## config.mk

```make
export PLATFORM = sky130hd
export DESIGN_NAME = hdlc_fcs_tx
export DESIGN_NICKNAME = d
export VERILOG_FILES = /design/src/rtl/hdlc_fcs_pkg.sv /design/src/rtl/hdlc_fcs_crc.sv /design/src/rtl/hdlc_fcs_ser.sv /design/src/rtl/hdlc_fcs_ctrl.sv /design/src/rtl/hdlc_fcs_tx.sv
export SDC_FILE = /design/constraint.sdc
export NUM_CORES = 1
export LEC_CHECK = 0
export CAP_MARGIN = 20
export CELL_PAD_IN_SITES_DETAIL_PLACEMENT = 1
export CELL_PAD_IN_SITES_GLOBAL_PLACEMENT = 2
export CORE_ASPECT_RATIO = 1.1
export CORE_MARGIN = 1
export CORE_UTILIZATION = 45
export CTS_BUF_LIST = sky130_fd_sc_hd__clkbuf_8
export DETAILED_ROUTE_END_ITERATION = 10
export DONT_BUFFER_PORTS = 1
export GPL_ROUTABILITY_DRIVEN = 0
export GPL_TIMING_DRIVEN = 0
export PLACE_DENSITY = 0.95
export SLEW_MARGIN = 20
export SYNTH_ARGS = -nofsm -noshare
export SYNTH_HDL_FRONTEND = slang
export SYNTH_HIERARCHICAL = 1
export SYNTH_SLANG_ARGS = --single-unit
```

## constraint.sdc

```tcl
create_clock -name clk -period 6.59 [get_ports clk]
set_input_delay 0.9885 -clock clk [delete_from_list [all_inputs] [get_ports clk]]
set_output_delay 0.9885 -clock clk [all_outputs]
set_load 0.05 [all_outputs]
```

## src/rtl/hdlc_fcs_pkg.sv

```systemverilog
package hdlc_fcs_pkg;

    typedef enum logic [1:0] {
        ST_IDLE,
        ST_BODY,
        ST_FCS
    } fcs_state_e;

    // reflected polynomials and presets, LSB-first bit order on the line
    localparam logic [31:0] POLY_N16  = 32'h0000_8408;
    localparam logic [31:0] POLY_N32  = 32'hEDB8_8320;
    localparam logic [31:0] PRESET_16 = 32'h0000_FFFF;
    localparam logic [31:0] PRESET_32 = 32'hFFFF_FFFF;

endpackage

```

## src/rtl/hdlc_fcs_crc.sv

```systemverilog
module hdlc_fcs_crc
    import hdlc_fcs_pkg::*;
#(
    parameter int DATA_W = 8,
    parameter int CRC_W  = 32
) (
    input  logic              clk,
    input  logic              rst_n,
    input  logic              restart,
    input  logic              upd,
    input  logic              wide,
    input  logic [DATA_W-1:0] din,
    output logic [CRC_W-1:0]  crc_nxt
);

    localparam logic [CRC_W-1:0] POLY_W   = CRC_W'(POLY_N32);
    localparam logic [CRC_W-1:0] POLY_S   = CRC_W'(POLY_N16);
    localparam logic [CRC_W-1:0] PRE_W    = CRC_W'(PRESET_32);
    localparam logic [CRC_W-1:0] PRE_S    = CRC_W'(PRESET_16);

    logic [CRC_W-1:0] crc_q;
    logic [CRC_W-1:0] acc;
    logic [CRC_W-1:0] poly;
    logic             fb;

    assign poly = wide ? POLY_W : POLY_S;

    // one byte folded in per accepted beat, first bit on the wire first
    always_comb begin
        acc = restart ? (wide ? PRE_W : PRE_S) : crc_q;
        fb  = 1'b0;
        for (int i = 0; i < DATA_W; i++) begin
            fb  = acc[0] ^ din[i];
            acc = acc >> 1;
            if (fb) begin
                acc = acc ^ poly;
            end
        end
        crc_nxt = acc;
    end

    always_ff @(posedge clk) begin
        if (!rst_n) begin
            crc_q <= '0;
        end else if (upd) begin
            crc_q <= crc_nxt;
        end
    end

endmodule

```

## src/rtl/hdlc_fcs_ser.sv

```systemverilog
module hdlc_fcs_ser #(
    parameter int DATA_W = 8,
    parameter int CRC_W  = 32
) (
    input  logic              clk,
    input  logic              rst_n,
    input  logic              load,
    input  logic [CRC_W-1:0]  load_val,
    input  logic              shift,
    input  logic              wide,
    output logic [DATA_W-1:0] byte_o,
    output logic              last_o
);

    localparam int FCS_MAX = CRC_W / DATA_W;
    localparam int FCS_MIN = 16 / DATA_W;
    localparam int CNT_W   = (FCS_MAX > 1) ? $clog2(FCS_MAX) : 1;
    localparam logic [CNT_W-1:0] LAST_WIDE   = CNT_W'(FCS_MAX - 1);
    localparam logic [CNT_W-1:0] LAST_NARROW = CNT_W'(FCS_MIN - 1);

    logic [CRC_W-1:0] sr_q;
    logic [CNT_W-1:0] idx_q;

    always_ff @(posedge clk) begin
        if (!rst_n) begin
            sr_q  <= '0;
            idx_q <= '0;
        end else if (load) begin
            sr_q  <= ~load_val;
            idx_q <= '0;
        end else if (shift) begin
            sr_q  <= sr_q >> DATA_W;
            idx_q <= idx_q + 1'b1;
        end
    end

    assign byte_o = sr_q[DATA_W-1:0];
    assign last_o = (idx_q == (wide ? LAST_WIDE : LAST_NARROW));

endmodule

```

## src/rtl/hdlc_fcs_ctrl.sv

```systemverilog
module hdlc_fcs_ctrl
    import hdlc_fcs_pkg::*;
(
    input  logic clk,
    input  logic rst_n,
    input  logic in_valid,
    input  logic in_last,
    input  logic out_ready,
    input  logic cfg_crc32,
    input  logic cfg_ext_fcs,
    input  logic fcs_last,
    output logic in_ready,
    output logic take,
    output logic first,
    output logic sel_fcs,
    output logic busy,
    output logic mode_wide,
    output logic mode_ext,
    output logic load_fcs,
    output logic shift_fcs
);

    fcs_state_e state_q, state_d;
    logic       wide_q, ext_q;

    // state register
    always_ff @(posedge clk) begin
        if (!rst_n) begin
            state_q <= ST_IDLE;
            wide_q  <= 1'b0;
            ext_q   <= 1'b0;
        end else begin
            state_q <= state_d;
            if (state_q == ST_IDLE && take) begin
                wide_q <= cfg_crc32;
                ext_q  <= cfg_ext_fcs;
            end
        end
    end

    // outputs
    always_comb begin
        first     = (state_q == ST_IDLE);
        sel_fcs   = (state_q == ST_FCS);
        busy      = (state_q != ST_IDLE);
        mode_wide = first ? cfg_crc32 : wide_q;
        mode_ext  = first ? cfg_ext_fcs : ext_q;
        in_ready  = !sel_fcs && out_ready;
        take      = in_valid && in_ready;
        load_fcs  = take && in_last && !mode_ext;
        shift_fcs = sel_fcs && out_ready;
    end

    // next state
    always_comb begin
        state_d = state_q;
        unique case (state_q)
            ST_IDLE: begin
                if (take) begin
                    if (!in_last)     state_d = ST_BODY;
                    else if (!mode_ext) state_d = ST_FCS;
                end
            end
            ST_BODY: begin
                if (take && in_last) begin
                    state_d = mode_ext ? ST_IDLE : ST_FCS;
                end
            end
            ST_FCS: begin
                if (out_ready && fcs_last) state_d = ST_IDLE;
            end
            default: state_d = ST_IDLE;
        endcase
    end

endmodule

```

## src/rtl/hdlc_fcs_tx.sv

```systemverilog
module hdlc_fcs_tx #(
    parameter int DATA_W = 8,
    parameter int CRC_W  = 32
) (
    input  logic              clk,
    input  logic              rst_n,
    input  logic              cfg_crc32,
    input  logic              cfg_ext_fcs,
    input  logic [DATA_W-1:0] in_data,
    input  logic              in_valid,
    input  logic              in_last,
    output logic              in_ready,
    output logic [DATA_W-1:0] out_data,
    output logic              out_valid,
    output logic              out_flag_req,
    input  logic              out_ready
);

    logic              take, first, sel_fcs, busy;
    logic              mode_wide, mode_ext, load_fcs, shift_fcs;
    logic              fcs_last;
    logic [CRC_W-1:0]  crc_nxt;
    logic [DATA_W-1:0] fcs_byte;

    hdlc_fcs_ctrl u_ctrl (
        .clk         (clk),
        .rst_n       (rst_n),
        .in_valid    (in_valid),
        .in_last     (in_last),
        .out_ready   (out_ready),
        .cfg_crc32   (cfg_crc32),
        .cfg_ext_fcs (cfg_ext_fcs),
        .fcs_last    (fcs_last),
        .in_ready    (in_ready),
        .take        (take),
        .first       (first),
        .sel_fcs     (sel_fcs),
        .busy        (busy),
        .mode_wide   (mode_wide),
        .mode_ext    (mode_ext),
        .load_fcs    (load_fcs),
        .shift_fcs   (shift_fcs)
    );

    hdlc_fcs_crc #(.DATA_W(DATA_W), .CRC_W(CRC_W)) u_crc (
        .clk     (clk),
        .rst_n   (rst_n),
        .restart (first),
        .upd     (take && !mode_ext),
        .wide    (mode_wide),
        .din     (in_data),
        .crc_nxt (crc_nxt)
    );

    hdlc_fcs_ser #(.DATA_W(DATA_W), .CRC_W(CRC_W)) u_ser (
        .clk      (clk),
        .rst_n    (rst_n),
        .load     (load_fcs),
        .load_val (crc_nxt),
        .shift    (shift_fcs),
        .wide     (mode_wide),
        .byte_o   (fcs_byte),
        .last_o   (fcs_last)
    );

    always_comb begin
        if (sel_fcs) begin
            out_data     = fcs_byte;
            out_valid    = 1'b1;
            out_flag_req = fcs_last;
        end else begin
            out_data     = in_data;
            out_valid    = in_valid;
            out_flag_req = in_valid && in_last && mode_ext;
        end
    end

endmodule

```

==> results.md, run 1 <==
* Tmin final at 4290 ps
* Worst Tran Pin Value at between 900 and 1000 ps
* CTS root buffer: clkbuf_8
* Drt drc at 3
* Clk_lat worst skew at about 360 ps
* Setup crit end kind: flop
* Hold_buf cts at 0
* Max Freq at 233 MHz
* Die height at between 100 and 150 microns
* Leakage power at 2.82 nW
* Average cell area after synthesis at 8.62 sq um
* Wire per inst at 24.6 microns
* Fraction of layout cells with a size suffix above 1 at 14.8%
* DIE AREA at between 0.01 and 0.015 sq mm
* Postcts setup bufs at 0
* PwrDens at ~250 mW/mm^2
* CTS Sinks at 70
* Post-CTS Resized at 0
* Starting Density at a little under half
* Nets@finish at 725
* Status: finished with violations
* Routed WL at 21.5 mm
* Synthesized area at 0.00603 sq mm
* Crit. Startpoint: u_ctrl/state_q[0]
* Top Metal Used: met4
* Clock Pin Slew Worst Setup and Hold Paths at 90 ps
* Metal3 WL at 1.06 mm
* Final Hold Vio Count at 0
* Worst Path Arrival at 4540 ps
* HP Start: u_crc/crc_q[28]
* PortBufs at 0
* Reg2reg start: u_ctrl/state_q[0]
* Crit-path max FO at 10
* N_diodes at 0
* Worst hold path class: reg2reg
* Most common cell after layout, fill and taps aside: dfxtp_1
* Worst Clk Skew at 18.9 ps
* 1st-pass router iterations at 8
* Critical path class: reg2reg
* Largest net degree at the start of global routing at 13
* Initial antenna violation count at 0
* Syn Nets at 714
* Critical Path RT at 6840 ps
* M1 WL at about 9.1 mm
* First-pass GRT wire length at 33.1 mm
* Max IR drop VDD at 0.110 mV
* FP Rows at 43
* Most frequent cells in the layout: 70 x dfxtp_1, 59 x nand2_1, 55 x nor2_1
* I/O pin cnt at 26
* RSZ-0062 raised after global routing: false
* Vias in the first global route at 5845
* Width of the die at 112 microns
* Via count at between 5000 and 6000
* Tcrit/Tclk final at 65.2%
* Setup TNS at 0 ps
* DRT antenna net count at 0
* 1st-iter DRT viols at ~540
* Placeable Area at 0.0129 sq mm
* Max-cap viol count at 0
* Clock buffer depth at 2
* DP HPWL at 16.3 mm
* Met2 routed WL at between 10 and 15 mm
* Final-report setup violation count at 0
* Via-to-Cell Ratio at approximately 6.4
* Total GRT Usage at 32.0%
* CTS tree: done
* Mapped Cells at 699
* Critical Path Start Type: flop
* Final Max Slew Viols at 0
* Worst hold slack at 486 ps
* GRT Residual Overflow at 0
* Failing checks: DRC
* Num CTS Buffers at 9
* Layout area overhead at 6.42%
* H-tree Lvls at 3
* Max-slew headroom at 35.5%
* Synth warn at 6
## worst paths after layout
path,depth (start not counted),to,slack [ps]
max,14,u_ser/sr_q[19],2300
min,2,u_crc/crc_q[28],490
max reg2reg,14,u_ser/sr_q[19],2300
min reg2reg,2,u_crc/crc_q[28],490
## stage by stage
stage               worst slack [ps]  util [%]  total power, W  instances  area [sq um]
floorplan                       2960         -         0.00103        699          6030
global placement                2290      48.4         0.00121        856          6220
detailed placement              2180      48.4         0.00123        856          6220
CTS                             2350      49.9         0.00159        872          6410
global route                    2130      49.9         0.00167        872          6410
finish                          2300      49.9         0.00161        872          6410
## cell type report
| cell class | count | area [sq um] |
|---|---|---|
| plain buffers | 70 | 404 |
| clock buffers | 9 | 124 |
| clock inverters | 7 | 66.3 |
| fillers | 1556 | 6450 |
| inverters | 7 | 26.3 |
| multi-input cells | 552 | 4190 |
| flip-flops and latches | 70 | 1400 |
| well taps | 157 | 196 |
## per-layer routing
layer	up-vias	track usage, %
li1	2517	-
met3	56	3.48
met1	2805	40.0
met5	-	0
met2	213	55.1
met4	0	16.1
## sequential cells by signal, indices dropped and copies added, names as in the netlist
register	flops
u_ctrl/wide_q	1
u_crc/crc_q	32
u_ctrl/ext_q	1
u_ser/idx_q	2
u_ser/sr_q	32
u_ctrl/state_q	2
## critical path: stages (launching register included)
cell,delay (ps)
dfxtp_1,380
nor2_1,290
mux2_2,410
buf_4,180
buf_6,140
buf_2,190
inv_1,120
clkbuf_1,430
buf_1,530
a211oi_1,120
a211oi_1,650
nand2b_1,130
a21oi_1,320
nand2_1,110
o211a_1,160
## power by group
| group | internal [W] | leakage [nW] | switching [W] |
|---|---|---|---|
| combinational | 0.000306 | 2.16 | 0.000471 |
| sequential | 0.000448 | 0.569 | 0.0000202 |
| clock | 0.000173 | 0.0982 | 0.000188 |
| total | 0.000928 | 2.82 | 0.000678 |
(Power assumes the default switching activity.)
==> run 2, diff against run 1 <==
- CORE_UTILIZATION: 45 -> 38
- PLACE_DENSITY: 0.95 -> 0.88
- clock period: 6.59 -> 3.6 ns (I/O delays scaled with it)
==> results.md, run 2 (synthesis results as in run 1) <==
* Worst hold path class: in2reg
* PwrDens at 468 mW/mm^2
* DRT antenna net count at 0
* Slowest CP cell: xnor3_1
* Largest net degree at the start of global routing at 20
* Crit-path most repeated cell: nor2_4
* Leakage power at 2.91 nW
* Most common cell after layout, fill and taps aside: dfxtp_1
* Worst Path Arrival at roughly 3800 ps
* Largest regs: u_crc/crc_q (32), u_ser/sr_q (32)
* Critical Path Start Type: flop
* FP Rows at 47
* Layout area overhead at 10.3%
* Area after DPL at 0.00627 sq mm
* Initial antenna violation count at 0
* Fraction of layout cells with a size suffix above 1 at a little under a fifth
* Max-slew headroom at a little over a third
* DIE AREA at ~0.016 sq mm
* RSZ-0062 raised after global routing: false
* H-tree Lvls at 3
* FF-to-FF End: u_ser/sr_q[18]
* Final Util at 43.5%
* Most frequent cells in the layout: 68 x dfxtp_1, 59 x nand2_1, 52 x nor2_1
* Drt drc at 0
* Critical Path RT at 3870 ps
* Max IR drop VDD at 0.201 mV
* Design area at approximately 0.0066 sq mm
* First-pass GRT wire length at 32.6 mm
* R2R Setup Slk at 110 ps
* Setup crit end kind: flop
* Clock buffer depth at 2
* Max incr delay on CP at 460 ps
* Status: finished, final reports clean
* Crit-path max FO at 9
* Num CTS Buffers at 9
* Final Hold Vio Count at 0
* Critical path class: reg2reg
* Crit-path cells: nor2_4, mux2_2, buf_4, mux2i_1, a221o_1, nor2_4, xnor3_1, xnor3_2, or4_4, o211ai_1, nand2_1, o211a_1
* DP HPWL at 16.5 mm
* Wire per inst at 23.7 microns
* GRT Residual Overflow at 0
* Via count at 5555
* Total GRT Usage at 27.0%
* PortBufs at 0
* CTS root buffer: clkbuf_8
* Max Freq at 287 MHz
* Starting Density at roughly two fifths
* Worst Tran Pin Value at 951 ps
* Die height at around 130 microns
* Final Max Slew Viols at 0
* 1st-iter DRT viols at 350
* Reg2reg start: u_ctrl/state_q[0]
* N_diodes at 0
* Clk_lat worst skew at 380 ps
* Vias in the first global route at 5681
* Clock Pin Slew Worst Setup and Hold Paths at about 90 ps
* Tcrit/Tclk final at between 90% and 100%
* Reg2reg path depth at 12
* Final-report setup violation count at 0
* Nets@finish at 732
* HP Start: rst_n
* Routed WL at 21.8 mm
* Hold EP: u_ctrl/wide_q
* CTS Sinks at 70
* Hold path depth at 1
* Placeable Area at 0.0153 sq mm
* I/O pin cnt at 26
* 1st-pass router iterations at 4
* Max-cap viol count at 0
* Worst Clk Skew at 8.23 ps
* Via-to-Cell Ratio at 6.05
* Tmin final at 3490 ps
* CTS tree: done
* Width of the die at 122 microns
==> run 2: cell count changes in the layout (fill, tap and decap cells not counted), sizes merged <==
cell and change:
buf +8, bufinv +1, clkbuf -1, clkinv +2, clkinvlp -1, inv -2
==> run 2: layout make-up <==
| type | count | area [sq um] |
|---|---|---|
| clock buffer | 9 | 124 |
| inverter | 7 | 30.0 |
| sequential | 70 | 1400 |
| fill | 1826 | 8640 |
| clock inverter | 7 | 106 |
| multi-input combinational | 552 | 4270 |
| buffer | 68 | 404 |
| tap | 196 | 245 |
| timing repair buffer | 9 | 67.6 |
==> run 2: routing by layer <==
| layer | global-route usage (%) | vias up | share of wire (%) |
|---|---|---|---|
| met1 | 33.0 | 2771 | 43 |
| met3 | 4.46 | 61 | 4.8 |
| met5 | 0 | - | 0 |
| li1 | - | 2535 | - |
| met2 | 43.6 | 188 | 46 |
| met4 | 17.2 | 0 | 6.1 |
==> run 2: where the power goes <==
group          internal (W)  switching [W]
Combinational      0.000600       0.000880
Clock              0.000401       0.000369
Sequential         0.000821      0.0000360
==> run 2: through the flow <==
step           setup slack, ps  TNS, ps  power (W)  std cells  hold WS (ps)
2_1_floorplan              303        0    0.00188        699           455
3_3_place_gp              -613    -3940    0.00222        895           468
3_5_place_dp              -647    -6110    0.00226        895           474
4_1_cts                   27.0        0    0.00306        914           287
5_1_grt                   14.8        0    0.00323        918           285
6_report                   113        0    0.00311        918           296
==> run 2: worst max-delay path, delay by kind of cell, from the launching register on <==
kind / cells / cell delay (ps)
compound gates: 3 / 700
xor+xnor: 2 / 740
buf+inv: 1 / 190
flops: 1 / 380
mux: 2 / 540
simple gates: 4 / 850
==> run 2: how the worst max path moves through the flow <==
stage / startpoint / to / slack, ps
6_report: u_ctrl/state_q[0] / u_ser/sr_q[18] / 110
3_3_place_gp: u_ctrl/state_q[0] / u_ser/sr_q[19] / -610
4_1_cts: u_ctrl/state_q[0] / u_ser/sr_q[18] / 30
2_1_floorplan: u_ctrl/state_q[0] / u_ser/sr_q[18] / 300
3_5_place_dp: u_ctrl/state_q[0] / u_ser/sr_q[19] / -650
5_1_grt: u_ctrl/state_q[0] / u_ser/sr_q[18] / 10
==> run 2: timing repair <==
item	CTS	global route
gates resized for setup	17	11
pin swaps	2	4
endpoints found under the setup margin	34	9
buffers inserted	5	4
hold buffers	0	0
